<file path="config.mk">
export PLATFORM = sky130hd
export DESIGN_NAME = tmr_wdt_core
export DESIGN_NICKNAME = d
export VERILOG_FILES = /design/src/rtl/tw_pkg.sv /design/src/rtl/tw_edge_unit.sv /design/src/rtl/tw_prescaler.sv /design/src/rtl/tw_timer.sv /design/src/rtl/tw_watchdog.sv /design/src/rtl/tmr_wdt_core.sv
export SDC_FILE = /design/constraint.sdc
export NUM_CORES = 1
export LEC_CHECK = 0
export ABC_CLOCK_PERIOD_IN_PS = 4050
export BUFFER_PORTS_ARGS = -buffer_cell sky130_fd_sc_hd__buf_2
export CAP_MARGIN = 10
export CORE_UTILIZATION = 49
export CTS_CLUSTER_DIAMETER = 50
export DETAILED_ROUTE_END_ITERATION = 12
export HOLD_SLACK_MARGIN = 0.02
export PLACE_DENSITY = 0.72
export RECOVER_POWER = 25
export SYNTH_ARGS = -nofsm -noshare
export SYNTH_HDL_FRONTEND = slang
export SYNTH_SLANG_ARGS = --single-unit
</file>
<file path="constraint.sdc">
create_clock -name clk -period 4.05 [get_ports clk]
set_input_delay 0 -clock clk [delete_from_list [all_inputs] [get_ports clk]]
set_output_delay 0 -clock clk [all_outputs]
set_load 0.02 [all_outputs]
</file>
<file path="src/rtl/tw_pkg.sv">
package tw_pkg;

    typedef enum logic [1:0] {
        WD_OFF  = 2'd0,
        WD_RUN  = 2'd1,
        WD_FIRE = 2'd2
    } wd_state_e;

    typedef enum logic {
        EU_LOW  = 1'b0,
        EU_HIGH = 1'b1
    } eu_state_e;

endpackage

</file>
<file path="src/rtl/tw_edge_unit.sv">
module tw_edge_unit #(
    parameter int SYNC_STAGES = 2
) (
    input  logic clk,
    input  logic rst_n,
    input  logic pin_in,
    input  logic fall_sel,
    output logic edge_hit
);
    import tw_pkg::*;

    logic [SYNC_STAGES-1:0] sync_q;
    logic                   level;
    eu_state_e              state_q, state_d;

    // synchronizer chain, one flop per stage
    for (genvar i = 0; i < SYNC_STAGES; i++) begin : g_sync
        if (i == 0) begin : g_first
            always_ff @(posedge clk or negedge rst_n) begin
                if (!rst_n) sync_q[0] <= 1'b0;
                else        sync_q[0] <= pin_in;
            end
        end else begin : g_next
            always_ff @(posedge clk or negedge rst_n) begin
                if (!rst_n) sync_q[i] <= 1'b0;
                else        sync_q[i] <= sync_q[i-1];
            end
        end
    end

    assign level = sync_q[SYNC_STAGES-1];

    always_ff @(posedge clk or negedge rst_n) begin
        if (!rst_n) state_q <= EU_LOW;
        else        state_q <= state_d;
    end

    always_comb begin
        state_d = state_q;
        unique case (state_q)
            EU_LOW:  if (level)  state_d = EU_HIGH;
            EU_HIGH: if (!level) state_d = EU_LOW;
        endcase
    end

    // one-cycle hit on the selected transition
    always_comb begin
        edge_hit = 1'b0;
        unique case (state_q)
            EU_LOW:  edge_hit = level & ~fall_sel;
            EU_HIGH: edge_hit = ~level & fall_sel;
        endcase
    end

endmodule

</file>
<file path="src/rtl/tw_prescaler.sv">
module tw_prescaler #(
    parameter int CNT_W = 8,
    parameter int SEL_W = 3
) (
    input  logic             clk,
    input  logic             rst_n,
    input  logic             tick,
    input  logic             clr,
    input  logic [SEL_W-1:0] ratio,
    output logic             tap_hit
);
    localparam int NTAP = 1 << SEL_W;

    logic [CNT_W-1:0] cnt_q;
    logic [NTAP-1:0]  full;

    // tap t is ready when the low t+1 bits are all ones
    for (genvar t = 0; t < NTAP; t++) begin : g_tap
        assign full[t] = &cnt_q[t:0];
    end

    assign tap_hit = tick & ~clr & full[ratio];

    always_ff @(posedge clk or negedge rst_n) begin
        if (!rst_n)    cnt_q <= '0;
        else if (clr)  cnt_q <= '0;
        else if (tick) cnt_q <= cnt_q + 1'b1;
    end

endmodule

</file>
<file path="src/rtl/tw_timer.sv">
module tw_timer #(
    parameter int TMR_W = 8
) (
    input  logic             clk,
    input  logic             rst_n,
    input  logic             inc,
    input  logic             wr,
    input  logic [TMR_W-1:0] wdata,
    input  logic             ovf_clr,
    output logic [TMR_W-1:0] value,
    output logic             ovf
);
    localparam logic [TMR_W-1:0] TOP = '1;

    logic [TMR_W-1:0] value_q;
    logic             ovf_q;
    logic             wrap;

    assign wrap = inc & ~wr & (value_q == TOP);

    always_ff @(posedge clk or negedge rst_n) begin
        if (!rst_n)   value_q <= '0;
        else if (wr)  value_q <= wdata;
        else if (inc) value_q <= value_q + 1'b1;
    end

    // set beats clear
    always_ff @(posedge clk or negedge rst_n) begin
        if (!rst_n)       ovf_q <= 1'b0;
        else if (wrap)    ovf_q <= 1'b1;
        else if (ovf_clr) ovf_q <= 1'b0;
    end

    assign value = value_q;
    assign ovf   = ovf_q;

endmodule

</file>
<file path="src/rtl/tw_watchdog.sv">
module tw_watchdog #(
    parameter int BASE_W = 8
) (
    input  logic clk,
    input  logic rst_n,
    input  logic en,
    input  logic restart,
    input  logic use_psc,
    input  logic psc_tap,
    output logic base_tick,
    output logic timeout
);
    import tw_pkg::*;

    wd_state_e         state_q, state_d;
    logic [BASE_W-1:0] base_q;
    logic              running;
    logic              expire;

    assign running   = (state_q != WD_OFF);
    assign base_tick = running & ~restart & (&base_q);
    assign expire    = use_psc ? psc_tap : base_tick;

    always_ff @(posedge clk or negedge rst_n) begin
        if (!rst_n)                  base_q <= '0;
        else if (!running || restart) base_q <= '0;
        else                         base_q <= base_q + 1'b1;
    end

    always_ff @(posedge clk or negedge rst_n) begin
        if (!rst_n) state_q <= WD_OFF;
        else        state_q <= state_d;
    end

    always_comb begin
        state_d = state_q;
        unique case (state_q)
            WD_OFF:  if (en) state_d = WD_RUN;
            WD_RUN: begin
                if (!en)         state_d = WD_OFF;
                else if (expire) state_d = WD_FIRE;
            end
            WD_FIRE: begin
                if (!en)         state_d = WD_OFF;
                else if (expire) state_d = WD_FIRE;
                else             state_d = WD_RUN;
            end
            default:             state_d = WD_OFF;
        endcase
    end

    always_comb begin
        timeout = 1'b0;
        unique case (state_q)
            WD_FIRE: timeout = 1'b1;
            default: timeout = 1'b0;
        endcase
    end

endmodule

</file>
<file path="src/rtl/tmr_wdt_core.sv">
module tmr_wdt_core #(
    parameter int TMR_W       = 8,
    parameter int PSC_W       = 8,
    parameter int SEL_W       = 3,
    parameter int WDT_BASE_W  = 8,
    parameter int SYNC_STAGES = 2
) (
    input  logic             clk,
    input  logic             rst_n,
    input  logic             icyc_en,
    input  logic             ext_pin,
    input  logic             src_ext,
    input  logic             edge_fall,
    input  logic             psc_to_wdt,
    input  logic [SEL_W-1:0] psc_ratio,
    input  logic             wdt_en,
    input  logic             tmr_wr,
    input  logic [TMR_W-1:0] tmr_wdata,
    input  logic             ovf_clr,
    input  logic             wdt_clr,
    input  logic             sleep_stb,
    output logic [TMR_W-1:0] tmr_value,
    output logic             ovf_flag,
    output logic             wdt_timeout
);
    logic edge_hit;
    logic src_tick;
    logic psc_tick;
    logic psc_clr;
    logic psc_tap;
    logic tmr_inc;
    logic wd_restart;
    logic wd_base_tick;

    tw_edge_unit #(.SYNC_STAGES(SYNC_STAGES)) u_edge (
        .clk      (clk),
        .rst_n    (rst_n),
        .pin_in   (ext_pin),
        .fall_sel (edge_fall),
        .edge_hit (edge_hit)
    );

    // source and ownership routing
    assign src_tick   = src_ext ? edge_hit : icyc_en;
    assign psc_tick   = psc_to_wdt ? wd_base_tick : src_tick;
    assign psc_clr    = tmr_wr | (psc_to_wdt & (wdt_clr | sleep_stb));
    assign tmr_inc    = psc_to_wdt ? src_tick : psc_tap;
    assign wd_restart = wdt_clr | sleep_stb;

    tw_prescaler #(.CNT_W(PSC_W), .SEL_W(SEL_W)) u_psc (
        .clk     (clk),
        .rst_n   (rst_n),
        .tick    (psc_tick),
        .clr     (psc_clr),
        .ratio   (psc_ratio),
        .tap_hit (psc_tap)
    );

    tw_timer #(.TMR_W(TMR_W)) u_tmr (
        .clk     (clk),
        .rst_n   (rst_n),
        .inc     (tmr_inc),
        .wr      (tmr_wr),
        .wdata   (tmr_wdata),
        .ovf_clr (ovf_clr),
        .value   (tmr_value),
        .ovf     (ovf_flag)
    );

    tw_watchdog #(.BASE_W(WDT_BASE_W)) u_wdt (
        .clk       (clk),
        .rst_n     (rst_n),
        .en        (wdt_en),
        .restart   (wd_restart),
        .use_psc   (psc_to_wdt),
        .psc_tap   (psc_tap),
        .base_tick (wd_base_tick),
        .timeout   (wdt_timeout)
    );

endmodule

</file>
==> Yosys cells after proc, flatten, opt, wreduce, memory -nomap -nowiden <==
Cells that the tools add are included.
{ "classes": {"eq_ne": 5, "reduce_logical": 16, "add_sub_neg": 3, "mux": 22, "order_cmp": 1, "bitwise_logic": 17} }
{ "op_table": {"columns": ["cell", "n"], "rows": [
  ["$mux 8", 5],
  ["$add 8x1->8 const B", 3],
  ["$reduce_and 8->1", 2],
  ["$mux 2", 5],
  ["$and 1x1->1", 9],
  ["$mux 1", 9],
  ["$eq 8x8->1 const B", 1],
  ["$reduce_bool 2->1", 4],
  ["$reduce_and 7->1", 1],
  ["$not 1->1", 6],
  ["$pmux 2 s3", 1],
  ["$reduce_and 6->1", 1],
  ["$reduce_and 5->1", 1],
  ["$lt 3x4->1 const B", 1],
  ["$reduce_and 2->1", 2],
  ["$reduce_and 4->1", 1],
  ["$bmux 1 s3", 1],
  ["$ne 3x2->1 const B", 1],
  ["$reduce_and 3->1", 1],
  ["$eq 2x1->1 const B", 1],
  ["$eq 2x2->1 const B", 1],
  ["$logic_not 2->1", 1],
  ["$ne 2x2->1 const B", 1],
  ["$or 1x1->1", 2],
  ["other kinds (3)", 3]
]} }
{ "word_totals": {"output_inout_bits": 10, "reg_bits": 30, "wordCells": 72, "input_bits": 23} }

==> Depth between registers and ports, before layout <==
{ "depth": {"ltp_word": 11, "mapped_depth": 9, "ltp_nobuf": 9} }

==> Hierarchy <==
A second synthesis with hierarchy kept.
{ "unflattened": {"cells_unflattened": 164, "area_unflattened_um2": 1595.3} }
{ "by_module_without_submodules": {"columns": ["mod", "seq_area_each_um2", "cells_each", "area_per_inst_um2", "n_inst"], "rows": [
  ["tw_prescaler", 200.2, 50, 488.0, 1],
  ["tw_timer", 225.2, 54, 485.5, 1],
  ["tw_watchdog", 250.2, 47, 475.5, 1],
  ["tw_edge_unit", 75.1, 6, 97.6, 1],
  ["tmr_wdt_core", 0.0, 7, 48.8, 1]
]} }

==> Least setup slack after synthesis <==
Ideal clock, no wire load.
{ "synth_path": {"kind": "flip-flop to flip-flop", "startpoint": "register u_psc.cnt_q[0]", "endpoint": "register u_tmr.value_q[6] (netlist: u_tmr.value[6])", "path_stages_with_launch": 10, "path_slack_ps": 1882, "path_buffers": 0, "t_required_ps": 3968, "arrival_time_ps": 2086, "cell_sequence": "dfrtp_1 -> ha_1 -> and3_4 -> ha_1 -> inv_1 -> o21ai_0 -> a311oi_1 -> nor3_4 -> a41o_1 -> a31oi_1"} }
{ "synth_via": {"elab_chain_cells": 6, "elab_cells_between_ends": 12, "cone_classes": "mux (3); bitwise (1); reduce/logical (8)"} }
{ "synth_lines": {"columns": ["item", "line", "text"], "rows": [
  ["from (decl)", "tw_prescaler.sv:14", "logic [CNT_W-1:0] cnt_q;"],
  ["from (signal assigned)", "tw_prescaler.sv:27", "else if (tick) cnt_q <= cnt_q + 1'b1;"],
  ["$reduce_and 8->1 (tied with other cells)", "tw_prescaler.sv:19", "assign full[t] = &cnt_q[t:0];"],
  ["$bmux 1 s3 (*)", "tw_prescaler.sv:22", "assign tap_hit = tick & ~clr & full[ratio];"],
  ["$mux 1 (not written as such) (*)", "tw_prescaler.sv:22", null],
  ["$and 1x1->1 (*)", "tw_prescaler.sv:22", null],
  ["$mux 1 (*)", "tmr_wdt_core.sv:47", "assign tmr_inc = psc_to_wdt ? src_tick : psc_tap;"],
  ["$reduce_bool 2->1 (no line) (*)", null, null],
  ["to (signal assigned)", "tw_timer.sv:23", "else if (wr) value_q <= wdata;"],
  ["to (signal assigned)", "tw_timer.sv:24", "else if (inc) value_q <= value_q + 1'b1;"],
  ["to (decl)", "tw_timer.sv:15", "logic [TMR_W-1:0] value_q;"]
]} }
Mark *: on every way between the ends. The rest lies on a longest branch, timed or not. The select of a mux whose other input is x is not followed.
A chain may end at the register's enable or synchronous reset.

==> Worst setup path after layout <==
Ends and elaborated chain as after synthesis.

==> run metrics <==
status complete, but fails checks; failing checks capacitance limit, slew limit; final WL 3320 um; Syn Area/Cell between 9 and 10 um^2; worst endpoint required time 4.31 ns; P_leak 0.940 nW; post-CTS resize count 0; CTS tree done; Antenna Nets Post-Route 0; clock skew 0.00614 ns; Inserted Clock Buffers 5; fmax 425 MHz; peak supply drop approximately 0.18 mV; I/O pins 33; EDFF count, synth 0; critical path startpoint category register; post-DR wirelength/cell 12.4 um; DP HPWL approximately 2400 um; Storage cell area ~750 um^2; PortBufs 32; Post-synth ARST share 100%; global-route wire length before repair 5580 um; core footprint 0.00313 mm^2; Area growth syn-to-layout 23.8%; Cell variety after synth 40; H-tree depth 2; actual slew at the worst max-slew pin ~1.6 ns; Seq cells post-synth 30; setup TNS 0 ns; CP Class register to register; clock buffer depth 2; # diodes 0; DR vias about 1,400; CP dominant cell by count ha_1; share of layout cells above drive strength 1 about a fifth; Syn Inst Count roughly 180; initial antenna violation count 0; crit path capture type register; Seq/Total Area, Yosys 45.1%; DRT Pass-1 Iters 4; CP Cell Sequence ha_1 -> and3_4 -> ha_1 -> inv_1 -> o21ai_0 -> a311oi_1 -> nor3_4 -> a41o_1 -> a31oi_1; Finish-stage setup viols 0; Top FF cell, synth dfrtp_1; Vias/cell 5.37; Pins Over Slew Limit 31; DRC 0; row cnt 20; Syn Nets 204; largest net degree at the start of global routing 31; most frequent cells in the layout buf_2, dfrtp_1, nor2_1; DIE WIDTH 60.3 um; worst-path maximum fanout 10; Die Y-Extent 60.3 um; Starting Density 53.2%; postcts setup bufs 0; Reg clk slew, reported paths approximately 0.1 ns; Max Cap Viol 1; Warnings, synthesis 0; commonest non-fill, non-tap cell in the layout buf_2; fill count between 200 and 300; clk_lat worst skew 0.33 ns; total gr overflow 0; HP Class input port to register; Nets about 250; multi-input logic area 872 um^2; delay-heaviest family, CP compound AO/OA/AOI/OAI gates; minimum clock period 2.35 ns; slew margin rel. -3.69%; critical path data arrival time 2.62 ns; buffers and inverters on the worst path 1; # clock sinks 30; RSZ-0062 raised after global routing no; Root Buffer clkbuf_4; GRT Resource Usage Total 21.5%; Crit path largest cell delay 0.48 ns; vias in the first global route 1,372; hold buffers post-CTS 12; CP max stage cell a311oi_1; power per cell area 331 mW/mm^2; drt initial violations 62; RD Place Congestion between 0.8 and 0.9; Final Hold Fails 0; DIE AREA between 0.003 and 0.004 mm^2; Final Cycle Share 58.1%; hold_ws between 0.05 and 0.06 ns; Synth Cell Area 0.00166 mm^2
-- cell usage after synthesis, types with 3 or more instances --
cell / instances / share of area [%]
a22oi_1: 3 / 1.4
ha_1: 5 / 3.8
o21ai_0: 6 / 1.8
dfrtp_1: 30 / 45
nor2_1: 24 / 5.4
mux2i_1: 8 / 4.8
nor2b_1: 5 / 1.9
nand3_1: 9 / 2.7
or2_2: 3 / 1.1
a21oi_1: 5 / 1.5
nor3_1: 6 / 1.8
xor2_1: 5 / 2.6
clkbuf_1: 4 / 0.90
nand2_1: 18 / 4.1
inv_1: 7 / 1.6
xnor2_1: 7 / 3.7
-- layout make-up --
cell class / instances / share of cell area [%]
Inverter: 7 / 1.28
Clock buffer: 5 / 1.82
Timing Repair Buffer: 44 / 13.5
Multi-Input combinational cell: 135 / 42.3
Sequential cell: 30 / 36.4
Clock inverter: 3 / 1.94
Tap cell: 44 / 2.67
-- per-stage QoR --
stage / setup WS (ns) / util (%) / cell area (um^2) / instances / power (mW)
after floorplan: 1.88 / - / 1660 / 176 / 0.404
after global placement: 1.80 / 59.6 / 1860 / 248 / 0.442
after detailed placement: 1.70 / 59.6 / 1860 / 248 / 0.446
after CTS: 1.69 / 65.9 / 2060 / 268 / 0.692
after global routing: 1.49 / 65.9 / 2060 / 268 / 0.724
final: 1.70 / 65.9 / 2060 / 268 / 0.683
-- final timing paths --
| check | from | to | slack [ns] | cells after the start |
|---|---|---|---|---|
| max | u_psc.cnt_q[0] | u_tmr.value[6] | 1.70 | 9 |
| min | tmr_wr | u_tmr.value[0] | 0.05 | 3 |
| max reg2reg | u_psc.cnt_q[0] | u_tmr.value[6] | 1.70 | 9 |
| min reg2reg | u_edge.sync_q[0] | u_edge.level | 0.35 | 0 |
| max in group asynchronous | rst_n | u_wdt.state_q[0] | 2.57 | 2 |
| min in group asynchronous | rst_n | u_tmr.value[0] | 0.58 | 2 |
-- registers in the layout, summed over array words and instances, names as in the netlist --
signal          cells
u_wdt.base_q        8
u_wdt.state_q       2
u_edge.level        1
u_tmr.value         8
u_psc.cnt_q         8
u_tmr.ovf           1
u_edge.state_q      1
u_edge.sync_q       1
-- worst min-delay path, stage by stage --
cell and delay, ns:
buf_2 0.20, nand2_1 0.09, o21ai_1 0.06
-- metal layers --
| layer | GRT usage [%] | up-vias | share of wire [%] |
|---|---|---|---|
| li1 | - | 712 | - |
| met1 | 24.5 | 669 | 45 |
| met4 | 9.97 | 0 | 2.0 |
| met5 | 0 | - | 0 |
| met3 | 5.19 | 8 | 4.7 |
| met2 | 37.4 | 51 | 49 |
-- kinds of logic after synthesis --
logic type	count (synthesis)	share of synthesized area (%)
AND/OR/NAND/NOR	81	24.7
flip-flops	30	45.1
AO/OA/AOI/OAI	29	12.8
XOR/XNOR	12	6.32
buffers and inverters	11	2.48
multiplexers	8	4.81
adder cells (fa/ha/maj)	5	3.76
-- power by group --
part	switching [mW]	total (mW)	leakage, nW	internal [mW]
Clock	0.106	0.234	0.0450	0.128
Sequential	0.0174	0.331	0.389	0.313
Combinational	0.0667	0.118	0.506	0.0514
Note: power is estimated with default switching activity, not from simulation.
